File: src/rtl/msi_pkg.sv
package msi_pkg;
    typedef enum logic [1:0] {
        LN_INV = 2'd0,
        LN_SHR = 2'd1,
        LN_MOD = 2'd2
    } line_st_e;

    typedef enum logic [2:0] {
        BC_NONE   = 3'd0,
        BC_RDMISS = 3'd1,
        BC_WRMISS = 3'd2,
        BC_INV    = 3'd3,
        BC_WB     = 3'd4
    } bus_cmd_e;

    typedef enum logic [1:0] {
        CT_IDLE = 2'd0,
        CT_REQ  = 2'd1,
        CT_BUSY = 2'd2
    } ctl_st_e;
endpackage

File: src/rtl/msi_line_store.sv
module msi_line_store
    import msi_pkg::*;
#(
    parameter int LINES  = 4,
    parameter int TAG_W  = 4,
    parameter int DATA_W = 16
) (
    input  logic                     clk,
    input  logic                     rst_n,
    input  logic [$clog2(LINES)-1:0] ra_idx,
    output line_st_e                 ra_state,
    output logic [TAG_W-1:0]         ra_tag,
    output logic [DATA_W-1:0]        ra_data,
    input  logic [$clog2(LINES)-1:0] rb_idx,
    output line_st_e                 rb_state,
    output logic [TAG_W-1:0]         rb_tag,
    output logic [DATA_W-1:0]        rb_data,
    input  logic                     we,
    input  logic [$clog2(LINES)-1:0] w_idx,
    input  line_st_e                 w_state,
    input  logic                     w_tag_en,
    input  logic [TAG_W-1:0]         w_tag,
    input  logic                     w_data_en,
    input  logic [DATA_W-1:0]        w_data
);
    line_st_e          st_q   [LINES];
    logic [TAG_W-1:0]  tag_q  [LINES];
    logic [DATA_W-1:0] data_q [LINES];

    for (genvar g = 0; g < LINES; g++) begin : g_line
        always_ff @(posedge clk) begin
            if (!rst_n) begin
                st_q[g]   <= LN_INV;
                tag_q[g]  <= '0;
                data_q[g] <= '0;
            end else if (we && (w_idx == g)) begin
                st_q[g] <= w_state;
                if (w_tag_en)  tag_q[g]  <= w_tag;
                if (w_data_en) data_q[g] <= w_data;
            end
        end
    end

    assign ra_state = st_q[ra_idx];
    assign ra_tag   = tag_q[ra_idx];
    assign ra_data  = data_q[ra_idx];
    assign rb_state = st_q[rb_idx];
    assign rb_tag   = tag_q[rb_idx];
    assign rb_data  = data_q[rb_idx];
endmodule

File: src/rtl/msi_snoop_resp.sv
module msi_snoop_resp
    import msi_pkg::*;
#(
    parameter int TAG_W = 4
) (
    input  logic             snp_valid,
    input  logic [2:0]       snp_cmd,
    input  logic [TAG_W-1:0] snp_tag,
    input  line_st_e         line_state,
    input  logic [TAG_W-1:0] line_tag,
    output logic             upd,
    output line_st_e         nxt_state,
    output logic             flush
);
    logic hit;
    assign hit = snp_valid && (line_state != LN_INV) && (line_tag == snp_tag);

    always_comb begin
        upd       = 1'b0;
        flush     = 1'b0;
        nxt_state = line_state;
        if (hit) begin
            if (snp_cmd == BC_RDMISS && line_state == LN_MOD) begin
                upd = 1'b1; flush = 1'b1; nxt_state = LN_SHR;
            end else if (snp_cmd == BC_WRMISS && line_state == LN_MOD) begin
                upd = 1'b1; flush = 1'b1; nxt_state = LN_INV;
            end else if ((snp_cmd == BC_WRMISS || snp_cmd == BC_INV) && line_state == LN_SHR) begin
                upd = 1'b1; nxt_state = LN_INV;
            end
        end
    end
endmodule

File: src/rtl/msi_line_ctrl.sv
module msi_line_ctrl
    import msi_pkg::*;
#(
    parameter int ADDR_W = 6,
    parameter int DATA_W = 16,
    parameter int LINES  = 4
) (
    input  logic              clk,
    input  logic              rst_n,
    input  logic              core_valid,
    input  logic              core_write,
    input  logic [ADDR_W-1:0] core_addr,
    input  logic [DATA_W-1:0] core_wdata,
    output logic              core_ready,
    output logic [DATA_W-1:0] core_rdata,
    output logic              bus_req,
    input  logic              bus_gnt,
    output logic              bus_valid,
    output logic [2:0]        bus_cmd,
    output logic [ADDR_W-1:0] bus_addr,
    output logic [DATA_W-1:0] bus_wdata,
    input  logic              bus_ack,
    input  logic [DATA_W-1:0] bus_rdata,
    input  logic              snp_valid,
    input  logic [2:0]        snp_cmd,
    input  logic [ADDR_W-1:0] snp_addr,
    output logic              snp_flush,
    output logic [DATA_W-1:0] snp_data
);
    localparam int IDX_W = $clog2(LINES);
    localparam int TAG_W = ADDR_W - IDX_W;

    ctl_st_e           state_q, state_d;
    bus_cmd_e          cmd_q, need_cmd;
    logic [ADDR_W-1:0] addr_q, need_addr;
    logic [DATA_W-1:0] data_q;
    logic              fresh_q;

    logic [IDX_W-1:0]  c_idx, s_idx;
    logic [TAG_W-1:0]  c_tag, s_tag;
    line_st_e          st_a, st_b, s_nxt, w_state;
    logic [TAG_W-1:0]  tag_a, tag_b, w_tag;
    logic [DATA_W-1:0] dat_a, dat_b, w_data;
    logic              c_match, c_hit, s_upd, we, w_tag_en, w_data_en;
    logic [IDX_W-1:0]  w_idx;

    assign c_idx = core_addr[IDX_W-1:0];
    assign c_tag = core_addr[ADDR_W-1:IDX_W];
    assign s_idx = snp_addr[IDX_W-1:0];
    assign s_tag = snp_addr[ADDR_W-1:IDX_W];

    msi_line_store #(.LINES(LINES), .TAG_W(TAG_W), .DATA_W(DATA_W)) u_store (
        .clk(clk), .rst_n(rst_n),
        .ra_idx(c_idx), .ra_state(st_a), .ra_tag(tag_a), .ra_data(dat_a),
        .rb_idx(s_idx), .rb_state(st_b), .rb_tag(tag_b), .rb_data(dat_b),
        .we(we), .w_idx(w_idx), .w_state(w_state),
        .w_tag_en(w_tag_en), .w_tag(w_tag), .w_data_en(w_data_en), .w_data(w_data)
    );

    msi_snoop_resp #(.TAG_W(TAG_W)) u_snoop (
        .snp_valid(snp_valid), .snp_cmd(snp_cmd), .snp_tag(s_tag),
        .line_state(st_b), .line_tag(tag_b),
        .upd(s_upd), .nxt_state(s_nxt), .flush(snp_flush)
    );

    assign snp_data = snp_flush ? dat_b : '0;

    // Lookup and choice of the bus step the pending request needs now
    assign c_match = (st_a != LN_INV) && (tag_a == c_tag);
    assign c_hit   = core_valid && c_match && (!core_write || st_a == LN_MOD);

    always_comb begin
        if (c_match && st_a == LN_SHR && core_write) need_cmd = BC_INV;
        else if (!c_match && st_a == LN_MOD)         need_cmd = BC_WB;
        else if (core_write)                         need_cmd = BC_WRMISS;
        else                                         need_cmd = BC_RDMISS;
        need_addr = (need_cmd == BC_WB) ? {tag_a, c_idx} : core_addr;
    end

    // State register
    always_ff @(posedge clk) begin
        if (!rst_n) begin
            state_q <= CT_IDLE;
            cmd_q   <= BC_NONE;
            addr_q  <= '0;
            data_q  <= '0;
            fresh_q <= 1'b0;
        end else begin
            state_q <= state_d;
            fresh_q <= (state_q == CT_REQ) && bus_gnt;
            if (state_q == CT_REQ && bus_gnt) begin
                cmd_q  <= need_cmd;
                addr_q <= need_addr;
                data_q <= dat_a;
            end
        end
    end

    // Next state
    always_comb begin
        state_d = state_q;
        unique case (state_q)
            CT_IDLE: if (core_valid && !c_hit && !snp_valid) state_d = CT_REQ;
            CT_REQ:  if (bus_gnt) state_d = CT_BUSY;
            CT_BUSY: if (bus_ack) state_d = CT_IDLE;
            default: state_d = CT_IDLE;
        endcase
    end

    // Outputs and line updates
    always_comb begin
        core_ready = (state_q == CT_IDLE) && c_hit && !snp_valid;
        core_rdata = dat_a;
        bus_req    = (state_q == CT_REQ) || (state_q == CT_BUSY);
        bus_valid  = (state_q == CT_BUSY) && fresh_q;
        bus_cmd    = (state_q == CT_BUSY) ? cmd_q  : BC_NONE;
        bus_addr   = (state_q == CT_BUSY) ? addr_q : '0;
        bus_wdata  = (state_q == CT_BUSY && cmd_q == BC_WB) ? data_q : '0;

        we        = 1'b0;
        w_idx     = c_idx;
        w_state   = LN_INV;
        w_tag_en  = 1'b0;
        w_tag     = c_tag;
        w_data_en = 1'b0;
        w_data    = core_wdata;
        if (snp_valid && s_upd) begin
            we      = 1'b1;
            w_idx   = s_idx;
            w_state = s_nxt;
        end else if (state_q == CT_BUSY && bus_ack) begin
            we     = 1'b1;
            w_idx  = addr_q[IDX_W-1:0];
            w_tag  = addr_q[ADDR_W-1:IDX_W];
            w_data = bus_rdata;
            unique case (cmd_q)
                BC_INV:    w_state = LN_MOD;
                BC_WB:     w_state = LN_INV;
                BC_RDMISS: begin w_state = LN_SHR; w_tag_en = 1'b1; w_data_en = 1'b1; end
                BC_WRMISS: begin w_state = LN_MOD; w_tag_en = 1'b1; w_data_en = 1'b1; end
                default:   w_state = LN_INV;
            endcase
        end else if (core_ready && core_write) begin
            we        = 1'b1;
            w_state   = LN_MOD;
            w_data_en = 1'b1;
        end
    end

    AST_VALID_NEEDS_GNT: assert property (@(posedge clk) disable iff (!rst_n) bus_valid |-> bus_gnt) else $error("strobe without grant");
    AST_VALID_PULSE: assert property (@(posedge clk) disable iff (!rst_n) bus_valid |=> !bus_valid) else $error("strobe longer than one cycle");
    AST_REQ_HELD: assert property (@(posedge clk) disable iff (!rst_n) (bus_req && !bus_ack) |=> bus_req) else $error("request dropped early");
    AST_NO_READY_WHILE_REQ: assert property (@(posedge clk) disable iff (!rst_n) bus_req |-> !core_ready) else $error("completion during bus use");
    AST_FLUSH_ON_SNOOP: assert property (@(posedge clk) disable iff (!rst_n) snp_flush |-> snp_valid) else $error("flush without snoop");
    AST_NO_SNOOP_AS_OWNER: assert property (@(posedge clk) disable iff (!rst_n) (state_q == CT_BUSY) |-> !snp_valid) else $error("snoop while owning bus");
endmodule

File: config.mk
export PLATFORM = sky130hd
export DESIGN_NAME = msi_line_ctrl
export DESIGN_NICKNAME = d
export VERILOG_FILES = /design/src/rtl/msi_pkg.sv /design/src/rtl/msi_line_store.sv /design/src/rtl/msi_snoop_resp.sv /design/src/rtl/msi_line_ctrl.sv
export SDC_FILE = /design/constraint.sdc
export NUM_CORES = 1
export LEC_CHECK = 0
export ABC_AREA = 1
export BUFFER_PORTS_ARGS = -buffer_cell sky130_fd_sc_hd__buf_2
export CELL_PAD_IN_SITES_DETAIL_PLACEMENT = 0
export CELL_PAD_IN_SITES_GLOBAL_PLACEMENT = 1
export CORE_AREA = 2 2 128 130
export CTS_CLUSTER_SIZE = 30
export DETAILED_ROUTE_END_ITERATION = 7
export DIE_AREA = 0 0 130 132
export PLACE_DENSITY = 0.88
export SLEW_MARGIN = 20
export SYNTH_ARGS = -nofsm -noshare
export SYNTH_HDL_FRONTEND = slang
export SYNTH_SLANG_ARGS = --single-unit
File: constraint.sdc
create_clock -name clk -period 4.5 [get_ports clk]
set_input_delay 0.45 -clock clk [delete_from_list [all_inputs] [get_ports clk]]
set_output_delay 0.45 -clock clk [all_outputs]
set_load 0.01 [all_outputs]
After elaboration in Yosys (flattened, before gate mapping)

Memories as Yosys holds them, arrays and structs flattened.
Cells that the tools add are included.

Equality and inequality tests: 22
Multiplexer cells: 92
Bitwise operators: 12
Reduce and logical (&&, ||, !) cells: 39

Operator list:

| operator                                                        | number |
|---|---|
| 16-bit 2-to-1 mux                                               | 8 |
| 1-bit 2-to-1 mux                                                | 54 |
| 2-bit 2-to-1 mux                                                | 17 |
| 1-bit logical AND                                               | 25 |
| 4-bit 2-to-1 mux                                                | 6 |
| 3-bit by 2-bit == test with 1-bit output, second input constant | 4 |
| 6-bit 2-to-1 mux                                                | 2 |
| 1-bit OR                                                        | 12 |
| 2-bit == test, second input constant                            | 5 |
| 3-bit 2-to-1 mux                                                | 3 |
| 2-bit by 1-bit == test with 1-bit output, second input constant | 4 |
| 4-bit == test                                                   | 2 |
| 3-bit by 1-bit == test with 1-bit output, second input constant | 2 |
| 3-bit == test, second input constant                            | 2 |
| 2-bit inequality test, second input constant                    | 3 |
| 2-bit one-hot mux with 3 select lines                           | 1 |
| 1-bit logical NOT                                               | 4 |
| 2-bit logical NOT                                               | 2 |
| 2-bit one-hot mux with 2 select lines                           | 1 |
| 2-bit nonzero test                                              | 2 |
| 2-bit OR reduction                                              | 2 |
| 1-bit logical OR                                                | 3 |
| 3-bit AND reduction                                             | 1 |

Bits in registers: 28
Bits in writable memories: 88
Input bits: 54
Output and inout port bits: 61
Memories kept: 3

Memory list:

| name           | depth | bits a word | rd ports | clocked after Yosys merged registers in | write ports | RTL line             | RTL |
|---|---|---|---|---|---|---|---|
| u_store.data_q | 4     | 16          | 2        | 0                                       | 4           | msi_line_store.sv:28 | `logic [DATA_W-1:0] data_q [LINES];` |
| u_store.tag_q  | 4     | 4           | 2        | 0                                       | 4           | msi_line_store.sv:27 | `logic [TAG_W-1:0] tag_q [LINES];` |
| u_store.st_q   | 4     | 2           | 2        | 0                                       | 4           | msi_line_store.sv:26 | `line_st_e st_q [LINES];` |

Longest topological paths before layout

An unclocked memory read counts as a cell.

Word-level depth: 16
Depth in mapped cells: 17
Gate-level depth less buffers: 15

By module

Synthesis repeated with hierarchy kept, for this count alone.

Cell total of the unflattened synthesis: 979
Area, all modules: 7086.8 sq um

Modules (own cells, without submodules):

| module         | times used | cells an instance | area an instance (sq um) |
|---|---|---|---|
| msi_line_store | 1          | 580               | 4839.6 |
| msi_line_ctrl  | 1          | 340               | 1980.6 |
| msi_snoop_resp | 1          | 59                | 266.5 |

Worst setup path after synthesis

Ideal clock, no wire load.

Kind: input -> register
From: input core_addr[1]
To: memory u_store.data_q[0][0] (enable)
Data arrival time: 2.169 ns
Data required time: 4.128 ns
Path slack: 1.959 ns
Cell stages on the path: 13
Buffers on the path: 2
Cells stage by stage: buf_4 > inv_2 > buf_4 > nand2_1 > nand2_1 > nand2_1 > a21oi_2 > nand4_2 > nor2_4 > nor2_4 > nor2_2 > nand2_1 > nand2_1

RTL lines:

| what            | RTL line             | RTL |
|---|---|---|
| start, declared | msi_line_ctrl.sv:12  | `input logic [ADDR_W-1:0] core_addr,` |
| end, declared   | msi_line_store.sv:28 |  |

Final worst setup path

From: input snp_addr[0]
To: output snp_data[2]

Cells in the longest elaborated chain, start to end: 7
Elaborated cells between the ends (all ways): 14

Ends and longest elaborated chain:

| what                | RTL line                                   | RTL |
|---|---|---|
| start, declared     | msi_line_ctrl.sv:26                        | `input logic [ADDR_W-1:0] snp_addr,` |
| memory 4 x 2 bit    | n/a                                        |  |
| 2-bit == test       | msi_snoop_resp.sv:23, msi_snoop_resp.sv:25 |  |
| 1-bit logical AND   | msi_snoop_resp.sv:25                       | `end else if (snp_cmd == BC_WRMISS && line_state == LN_MOD) begin` |
| 1-bit 2-to-1 mux    | msi_snoop_resp.sv:25                       |  |
| 1-bit 2-to-1 mux    | msi_snoop_resp.sv:23                       | `if (snp_cmd == BC_RDMISS && line_state == LN_MOD) begin` |
| 1-bit 2-to-1 mux    | msi_snoop_resp.sv:22                       | `if (hit) begin` |
| 16-bit 2-to-1 mux * | msi_line_ctrl.sv:66                        | `assign snp_data = snp_flush ? dat_b : '0;` |
| end, declared       | msi_line_ctrl.sv:28                        | `output logic [DATA_W-1:0] snp_data` |

Mark *: on every way between the ends. The rest lies on a longest branch, timed or not.

==> flow_metrics.py <==
metrics = {
    "cts": {
        "h-tree-depth": 4,
        "ctsResizeCount": 0,
        "post_cts_hold_buffer_count": 0,
        "cts.path.max_buffers": 2,
        "cts_setup_buffers": 0,
        "cts.reportedPaths.clkPinSlew_ps": 50,
        "tritoncts": "yes",
        "clk_latency_ps": 430,
        "number_of_sinks_driven_by_the_clock_tree": 116,
        "cts_root_buf": "clkbuf_16",
        "cts-buffers-inserted": 17,
    },
    "synthesis": {
        "synthCells": 929,
        "yosys_register_bits": 116,
        "ys_warn_count": 0,
        "ys_async_sr_fraction": 0,
        "most_used_standard_cell_by_instance_count_after_synthesis": "nor2_1",
        "synth.top_cells.by_area": "edfxtp_1, nor2_1, nand2_1",
        "yosys.area.top_type": "edfxtp_1",
        "synth_sequential_area_ratio": 0.460,
        "synth_top_cells_by_count": "nor2_1, nand2_1, edfxtp_1, o21ai_0, inv_1",
        "post-synth-top-area-fraction": 0.379,
        "synth_edf_count": 88,
        "synth_flop_cell": "edfxtp_1",
        "synthesis.area_per_instance_um2": 7.50,
        "synth_fp_nets": 988,
        "ys_types": 33,
        "synth_area_um2": 6970,
    },
    "worst_setup_path": {
        "timing.critical_path.cells": "buf_2 > buf_4 > nand2_1 > nand3_1 > nand2_1 > nand2_1 > nand2_1 > nor2_4 > nand3_2 > nor2_1 > inv_1 > a21oi_1 > buf_2",
        "critical_path_buf_inv_count": 4,
        "critical_path.slowest_cell": "buf_4",
        "crit_required_ps": 4050,
        "cp-start-kind": "input port",
        "critical_path_endpoint_category": "output pin",
        "top_family_by_delay_on_critical_path": "buffers and inverters",
        "timing.critical_path.arrival_ps": 2850,
        "critical-path-max-stage-delay_ps": 420,
        "path_max_fanout": 46,
        "worst_path_most_repeated_cell": "nand2_1",
        "criticalPathCategory": "in2out",
    },
    "sta": {
        "portion_of_the_clock_cycle_consumed_by_the_worst_path_in_the_final_layout": 0.734,
        "clock_skew_ps": 9.68,
        "finalSetupViolCount": 0,
        "unrepaired_setup_endpoints_after_global_routing": "no",
        "totalNegativeSetupSlack_ps": 0,
        "fin_hold_ws_ps": 332,
        "final_hold_viol_count": 0,
        "min_period_ps": 3300,
        "slew_headroom": 0.470,
        "max_slew.worst_pin.slew_ps": 794,
        "finalMaxSlewViolations": 0,
        "fmaxAchievable_ghz": 0.303,
    },
    "floorplanning": {
        "start_util": 0.444,
        "core_um2": 15700,
        "die_area_um2": 17200,
        "die_w_um": 130,
        "ios": 115,
        "num_rows": 46,
        "die-height_um": 132,
    },
    "drt": {
        "dr_vias_cell": 5.14,
        "vias": 6444,
        "ant_nets": 0,
        "detailed_router_s_first_iteration_violation_count": 725,
        "routed_wire_length_per_instance_um": 15.9,
        "drc": 0,
        "firstDrtPassIters": 5,
        "finalWirelength_mm": 19.9,
    },
    "cells_and_area": {
        "fill_cell_total_of_the_finished_layout": 1547,
        "num-nets-final": 1084,
        "diodes": 0,
        "area_used_by_sequential_logic_in_the_layout_um2": 3200,
        "syn_to_final_growth_pct": 16.6,
        "post_route_cells_drive_above_1_share": 0.188,
        "multi_input_comb_area_um2": 3180,
    },
    "placement": {
        "numPortBuffers": 114,
        "hpwl_mm": 13.8,
        "last_weighted_congestion_value_of_the_routability_driven_placer": 0.930,
    },
    "global_route": {
        "grt_start_max_net_pins": 47,
        "vias_in_the_first_global_route": 5840,
        "antenna_found_initial": 0,
        "grt.overflow.total": 0,
        "grt_usage": 0.237,
        "wire_length_of_the_first_global_routing_pass_mm": 31.4,
    },
    "power": {
        "power_leakage_nw": 3.66,
        "fin_total_pwr_mw": 3.01,
        "pwr_density_cell_nw_per_um2": 371,
        "irDropWorstVdd_mv": 0.284,
    },
    "min_path": {
        "min_path_type": "in2reg",
    },
    "job": {
        "drv_cap": 0,
    },
    "run_status": {
        "run_status": "finished clean",
    },
}
[logic make-up after synthesis]
kind of cell / count (synthesis) / share of synthesized area
buffers and inverters: 131 / 0.0846
adder cells (fa/ha/maj): 5 / 0.00898
AO/OA/AOI/OAI: 149 / 0.120
flip-flops: 116 / 0.460
AND/OR/NAND/NOR: 528 / 0.327
[worst register-to-register path, delay by kind of cell, from the launching register on]
kind	cells	cell delay (ps)
and+or+nand+nor	7	1580
adders and majority gates	1	390
DFF	1	340
buffers and inverters	1	110
AOI/OAI and AO/OA	1	380
[metal layers]
| layer | GRT usage | vias to the layer above | part of all wire |
|---|---|---|---|
| li1 | - | 3222 | - |
| met1 | 0.347 | 2928 | 0.46 |
| met2 | 0.358 | 265 | 0.44 |
| met3 | 0.0398 | 29 | 0.078 |
| met4 | 0.0765 | 0 | 0.020 |
| met5 | 0 | - | 0 |
[cells in the final DEF, fill, tap and decap left out, types with 10 or more instances in the layout]
cell type / synthesis / layout
o21ai_0: 79 / 79
nor2_1: 224 / 224
clkbuf_16: 0 / 17
nand2_1: 219 / 219
a21oi_1: 28 / 28
edfxtp_1: 88 / 88
nand3_1: 45 / 45
buf_4: 5 / 10
a211oi_1: 17 / 17
inv_1: 76 / 76
dfxtp_1: 28 / 28
o22ai_1: 18 / 18
buf_2: 3 / 114
[per-stage QoR]
step	cells	area [um^2]	utilization	worst slack, ps
2_1_floorplan	929	6970	-	1960
3_3_place_gp	1222	7610	0.484	1070
3_5_place_dp	1222	7610	0.484	1030
4_1_cts	1254	8130	0.517	1260
5_1_grt	1254	8130	0.517	969
6_report	1254	8130	0.517	1200
[registers in the layout, indices dropped and copies added (netlist names)]
| signal | flops |
|---|---|
| u_store.data_q | 64 |
| data_q | 16 |
| u_store.tag_q | 16 |
| u_store.st_q | 8 |
| addr_q | 6 |
| cmd_q | 3 |
| state_q | 2 |
| fresh_q | 1 |
[worst paths after layout]
kind | cells after the start | startpoint | slack [ps] | end
setup reg to reg | 10 | state_q[0] | 1330 | u_store.data_q[1][11]
setup / recovery | 13 | snp_addr[0] | 1200 | snp_data[2]
hold reg to reg | 2 | data_q[5] | 460 | data_q[5]
hold / removal | 3 | core_write | 330 | cmd_q[1]
[where the power goes]
part / total, mW / internal (mW) / switching [mW]
Combinational: 0.543 / 0.170 / 0.373
Clock: 1.19 / 0.695 / 0.499
Sequential: 1.28 / 1.23 / 0.0433
Total: 3.01 / 2.10 / 0.915
[cell type report]
class | count | share of cell area
Multi-Input combinational cell | 682 | 0.391
Tap cell | 216 | 0.0332
Timing Repair Buffer | 124 | 0.0794
Clock buffer | 18 | 0.0528
Sequential cell | 116 | 0.394
Inverter | 84 | 0.0388
Clock inverter | 14 | 0.0109
Power figures use the tool's default switching activity.
